[config.mk]
export PLATFORM = sky130hd
export DESIGN_NAME = tgtPolicyTop
export DESIGN_NICKNAME = d
export VERILOG_FILES = /design/src/rtl/tgtPolicyPkg.sv /design/src/rtl/tgtPolicyCtrl.sv /design/src/rtl/tgtPolicyDp.sv /design/src/rtl/tgtPolicyTop.sv
export SDC_FILE = /design/constraint.sdc
export NUM_CORES = 1
export LEC_CHECK = 0
export ABC_AREA = 1
export CORE_UTILIZATION = 33
export DETAILED_ROUTE_END_ITERATION = 10
export PLACE_DENSITY = 0.77
export SLEW_MARGIN = 10
export SYNTH_ARGS = -nofsm -noshare
export SYNTH_HDL_FRONTEND = slang
export SYNTH_SLANG_ARGS = --single-unit
[constraint.sdc]
create_clock -name clk -period 0.84 [get_ports clk]
set_clock_uncertainty 0.05 [all_clocks]
set_input_delay 0.084 -clock clk [delete_from_list [all_inputs] [get_ports clk]]
set_output_delay 0.084 -clock clk [all_outputs]
set_load 0.1 [all_outputs]
[src/rtl/tgtPolicyPkg.sv]
package tgtPolicyPkg;
  localparam int REG_W = 8;
  localparam int CMD_W = 3;

  localparam int BIT_SGL_WR  = 6;
  localparam int BIT_SGL_RD  = 5;
  localparam int BIT_RETRY   = 4;
  localparam int BIT_WBUF_EN = 3;
  localparam int BIT_LINE_RD = 2;
  localparam int BIT_BURST   = 1;

  localparam logic [REG_W-1:0] WRITABLE_MASK =
    REG_W'((1 << BIT_SGL_WR) | (1 << BIT_SGL_RD) | (1 << BIT_RETRY) |
           (1 << BIT_WBUF_EN) | (1 << BIT_LINE_RD) | (1 << BIT_BURST));

  typedef enum logic [CMD_W-1:0] {
    CMD_READ    = 3'd0,
    CMD_WRITE   = 3'd1,
    CMD_RD_LINE = 3'd2,
    CMD_RD_MULT = 3'd3,
    CMD_WR_INV  = 3'd4
  } tgtCmd_e;

  typedef struct packed {
    logic fire;
    logic accept;
    logic retry;
    logic disc;
    logic burst;
    logic lineRd;
    logic post;
  } tgtStrobe_t;
endpackage

[src/rtl/tgtPolicyCtrl.sv]
module tgtPolicyCtrl
  import tgtPolicyPkg::*;
(
  input  logic             clk,
  input  logic             rstN,
  input  logic             cfgWrEn,
  input  logic [REG_W-1:0] cfgWrData,
  output logic [REG_W-1:0] cfgRdData,
  input  logic             reqValid,
  input  logic [CMD_W-1:0] reqCmd,
  input  logic             mstBufBusy,
  output tgtStrobe_t       strobe
);
  logic [REG_W-1:0] policyReg;
  logic isRead, isWrite, isLegal, doRetry, doAccept;

  always_ff @(posedge clk) begin
    if (!rstN) policyReg <= '0;
    else if (cfgWrEn) policyReg <= cfgWrData & WRITABLE_MASK;
  end

  assign cfgRdData = policyReg;

  always_comb begin
    isRead  = (reqCmd == CMD_READ) || (reqCmd == CMD_RD_LINE) || (reqCmd == CMD_RD_MULT);
    isWrite = (reqCmd == CMD_WRITE) || (reqCmd == CMD_WR_INV);
    isLegal = reqValid && (isRead || isWrite);
    doRetry  = isLegal && policyReg[BIT_RETRY] && mstBufBusy;
    doAccept = isLegal && !doRetry;

    strobe.fire   = isLegal;
    strobe.accept = doAccept;
    strobe.retry  = doRetry;
    strobe.disc   = doAccept && ((isWrite && policyReg[BIT_SGL_WR]) ||
                                 (isRead  && policyReg[BIT_SGL_RD]));
    strobe.burst  = doAccept && (reqCmd == CMD_WR_INV) && policyReg[BIT_BURST];
    strobe.lineRd = doAccept && isRead &&
                    (policyReg[BIT_LINE_RD] || reqCmd == CMD_RD_LINE || reqCmd == CMD_RD_MULT);
    strobe.post   = doAccept && isWrite && policyReg[BIT_WBUF_EN];
  end

  // writable field follows the written value one cycle later
  assert_cfg_store_R2: assert property (@(posedge clk) disable iff (!rstN)
    cfgWrEn |=> cfgRdData[6:1] == $past(cfgWrData[6:1]));
  // reserved bits stay clear after any write
  assert_cfg_rsvd_R2: assert property (@(posedge clk) disable iff (!rstN)
    cfgWrEn |=> (cfgRdData[7] == 1'b0 && cfgRdData[0] == 1'b0));
  // register holds without a write strobe
  assert_cfg_hold_R2: assert property (@(posedge clk) disable iff (!rstN)
    !cfgWrEn |=> $stable(cfgRdData));
endmodule

[src/rtl/tgtPolicyDp.sv]
module tgtPolicyDp
  import tgtPolicyPkg::*;
(
  input  logic       clk,
  input  logic       rstN,
  input  logic       reqValid,
  input  logic       mstBufBusy,
  input  logic [REG_W-1:0] cfgRdData,
  input  tgtStrobe_t strobe,
  output logic       rspValid,
  output logic       rspAccept,
  output logic       rspRetry,
  output logic       rspDisc,
  output logic       rspBurst,
  output logic       rspLineRd,
  output logic       rspPost
);
  tgtStrobe_t rspQ;

  always_ff @(posedge clk) begin
    if (!rstN) rspQ <= '0;
    else       rspQ <= strobe;
  end

  assign rspValid  = rspQ.fire;
  assign rspAccept = rspQ.accept;
  assign rspRetry  = rspQ.retry;
  assign rspDisc   = rspQ.disc;
  assign rspBurst  = rspQ.burst;
  assign rspLineRd = rspQ.lineRd;
  assign rspPost   = rspQ.post;

  // a response only follows a request sampled one cycle earlier
  assert_rsp_timing_R10: assert property (@(posedge clk) disable iff (!rstN)
    rspValid |-> $past(reqValid));
  // a valid response is exactly one of accept or retry
  assert_one_answer_R4: assert property (@(posedge clk) disable iff (!rstN)
    rspValid |-> $onehot({rspAccept, rspRetry}));
  // no flag without a valid response
  assert_no_stray_R11: assert property (@(posedge clk) disable iff (!rstN)
    !rspValid |-> ({rspAccept, rspRetry, rspDisc, rspBurst, rspLineRd, rspPost} == '0));
  // retry only when retry-on-busy was set and buffers were busy
  assert_retry_cause_R3: assert property (@(posedge clk) disable iff (!rstN)
    rspRetry |-> ($past(mstBufBusy) && $past(cfgRdData[BIT_RETRY])));
  // retried cycles carry no other permission
  assert_retry_clean_R3: assert property (@(posedge clk) disable iff (!rstN)
    rspRetry |-> !(rspDisc || rspBurst || rspLineRd || rspPost));
  // burst only with the burst bit set
  assert_burst_gate_R8: assert property (@(posedge clk) disable iff (!rstN)
    rspBurst |-> $past(cfgRdData[BIT_BURST]));
  // line fetch and write posting never coincide
  assert_rd_wr_excl_R9: assert property (@(posedge clk) disable iff (!rstN)
    !(rspLineRd && rspPost));
endmodule

[src/rtl/tgtPolicyTop.sv]
module tgtPolicyTop
  import tgtPolicyPkg::*;
(
  input  logic       clk,
  input  logic       rstN,
  input  logic       cfgWrEn,
  input  logic [7:0] cfgWrData,
  output logic [7:0] cfgRdData,
  input  logic       reqValid,
  input  logic [2:0] reqCmd,
  input  logic       mstBufBusy,
  output logic       rspValid,
  output logic       rspAccept,
  output logic       rspRetry,
  output logic       rspDisc,
  output logic       rspBurst,
  output logic       rspLineRd,
  output logic       rspPost
);
  tgtStrobe_t strobe;

  tgtPolicyCtrl uCtrl (
    .clk(clk), .rstN(rstN), .cfgWrEn(cfgWrEn), .cfgWrData(cfgWrData),
    .cfgRdData(cfgRdData), .reqValid(reqValid), .reqCmd(reqCmd),
    .mstBufBusy(mstBufBusy), .strobe(strobe)
  );

  tgtPolicyDp uDp (
    .clk(clk), .rstN(rstN), .reqValid(reqValid), .mstBufBusy(mstBufBusy),
    .cfgRdData(cfgRdData), .strobe(strobe),
    .rspValid(rspValid), .rspAccept(rspAccept), .rspRetry(rspRetry),
    .rspDisc(rspDisc), .rspBurst(rspBurst), .rspLineRd(rspLineRd),
    .rspPost(rspPost)
  );
endmodule

==> results.cfg <==
[setup_path]
startpoint_type = flop
r2r_end = uDp.rspBurst
arrival_ps = 810
end_kind = output pin
crit_type = reg2out
reg2reg_from = uCtrl.cfgRdData[4]
critical_path_depth = 1
crit_path_max_incr_delay_ps = 370
slowest_stage = dfxtp_4
worstPathCellList = buf_12
cp_top_family = flip-flops
worst-path-buf-inv = 1
crit_fanout = 3
worstPathRequired_ps = 710
reg2regPathDepth = 4
rrSetupSlack_ps = -30

[synth]
synth_area_um2 = 479
ys_warn_count = 0
syn_area_per_cell_um2 = 8.12
yosysTopAreaCellShare_pct = 54.3
ys_top_cells_by_area = dfxtp_1 (54%), nor2_1 (11%), o21ai_0 (7.3%)
syn-instance-count = 59
yosysTopAreaCell = dfxtp_1
synth.distinct_cells = 14
yosysSeqAreaShare_pct = 54.3
ys_ff_latch = 13

[clock_tree]
cts_buffers = 3
clk_latency_ps = 260
cts_root_buffer = clkbuf_4
holdBufCountCts = 0
clock-sinks = 13
cts.path.max_buffers = 2
cts_tree = built
clk_pin_slew_ps = 80
htreeDepth = 1

[hold_path]
hold_depth = 3
min_to = uDp.rspBurst
min_path_type = in2reg
min_from = reqCmd[2]

[timing]
fin_ws_ps = -102
finalSetupViolCount = 17
clock.fmax_mhz = 1060
rsz0062_at_grt = yes
hold_viol_final = 0
fin_setup_tns_ps = -1120
period_share_pct = 112
maxSlewViolCount = 0
post-route-min-period_ps = 942

[power_and_ir_drop]
max-vdd-ir-drop_mv = 1.38
power_mw = 1.58
power_density_nw_per_um2 = 1570
power_frac_clock_pct = 23.6
sequentialPowerShare_pct = 42.4
internal_power_mw = 1.03
combPwrFrac_pct = 34.0
p_switching_uw = 550
swShare_pct = 34.8
p_leak_nw = 0.447

[floorplan]
die-area_um2 = 1610
start_util_pct = 35.9
die_height_um = 40.1
std_cell_rows = 13
coreArea_um2 = 1330
ios = 31
chipWidth_um = 40.1

[placed_design]
gp_routability_congestion = 0.687
port_buffers = 26
dpl-instance-area_um2 = 938
place.detailed.hpwl_um = 865
place_inst = 101

[global_route]
track_usage_pct = 16.5
grt_util_met3_pct = 3.33
use_met2_pct = 29.0
overflow = 0
grt_pass1_wl_um = 1710
grt_most_used_layer = met2
grt_max_degree = 8
grt_antenna_before_repair = 0
grt_pass1_vias = 402
met1_usage_pct = 18.9

[finish]
n_antenna_cell = 0
drive_gt1_share_pct = 50.0
area_growth_pct = 110
multi_input_area_um2 = 206
finalNonFillerCells = 109
nets = 111
fillerInstances = 88
register_area_um2 = 292
final_area_um2 = 1010

[drt]
dr.pass1.iters = 4
drt-initial-drc-count = 3
routed_wl_um = 1090
route.antenna.remaining_nets = 0
route.vias.total = 474
drc = 0
wl_per_cell_um = 10.0
vias_per_cell = 4.35

[status]
status = complete, but fails checks
violations = setup timing

[job]
maxCapViolations = 0
[registers in the layout (all words and copies together), names as in the netlist]
signal / flops
uCtrl.cfgRdData: 6
uDp.rspAccept: 1
uDp.rspBurst: 1
uDp.rspDisc: 1
uDp.rspLineRd: 1
uDp.rspPost: 1
uDp.rspRetry: 1
uDp.rspValid: 1
[worst max path at each step]
stage,startpoint,slack [ps],endpoint
floorplan,uCtrl.cfgRdData[4],-100,uDp.rspLineRd
global placement,reqCmd[0],-340,uDp.rspBurst
detailed placement,reqCmd[0],-350,uDp.rspBurst
CTS,uCtrl.cfgRdData[5],-110,cfgRdData[5]
global route,uCtrl.cfgRdData[5],-130,cfgRdData[5]
finish,uCtrl.cfgRdData[5],-100,cfgRdData[5]
[cell usage after synthesis]
master	number
nand2_1	8
nor2_1	14
conb_1	1
nand3_2	1
a21oi_1	1
buf_4	2
clkinv_1	1
o21ai_0	7
inv_1	6
o21ai_2	1
dfxtp_1	13
nand3_1	1
a21oi_2	2
nor3_2	1
[power by group through the flow]
stage	Sequential [mW]	Clock [mW]	Combinational, mW
2_1_floorplan	0.874	0	0.109
3_3_place_gp	0.688	0	0.503
3_5_place_dp	0.690	0	0.508
4_1_cts	0.670	0.386	0.531
5_1_grt	0.674	0.416	0.566
6_report	0.670	0.373	0.538
[area by class of cell]
| type | instances | share of cell area (%) |
|---|---|---|
| Timing Repair Buffer | 32 | 43.5 |
| Sequential cell | 13 | 28.9 |
| Multi-Input combinational cell | 38 | 20.5 |
| Clock buffer | 4 | 2.61 |
| Inverter | 7 | 2.61 |
| Tap cell | 15 | 1.86 |
[metal layers]
metal	part of all wire [%]	wire [um]	vias to the layer above
met5	0	0	-
met2	52	563	18
met1	42	455	204
li1	-	-	250
met4	1.7	19	0
met3	5.0	55	2
[stage by stage]
stage	utilization [%]	hold WS [ps]	setup WS [ps]
2_1_floorplan	-	160	-103
3_3_place_gp	70.4	425	-345
3_5_place_dp	70.4	425	-352
4_1_cts	74.7	253	-111
5_1_grt	75.6	168	-132
6_report	75.6	144	-102
[layout by cell type (no fill, tap or decap), types with 2 or more instances in the layout]
master / n
a21oi_2: 2
buf_12: 13
buf_4: 5
clkbuf_4: 3
clkdlybuf4s50_1: 10
conb_1: 2
dfxtp_2: 7
dfxtp_4: 6
dlygate4sd2_1: 2
inv_1: 4
inv_2: 3
nand2_1: 6
nor2_1: 14
o21ai_0: 3
o21ai_1: 2
o21ai_2: 3
[logic make-up after synthesis]
family                 count (synthesis)  synth area share (%)
AND/OR/NAND/NOR                       25                  22.5
AO/OA/AOI/OAI                         11                  13.8
flip-flops                            13                  54.3
other                                  1                 0.783
buffers and inverters                  9                  8.61
[timing repair]
item                       4_1_cts  5_1_grt
cloned                           0        0
resized for setup                3        8
setup endpoints to repair       20       23
pin swaps                        3        2
buffers inserted                 4        0
No activity file was read; power rests on OpenSTA's default activity.
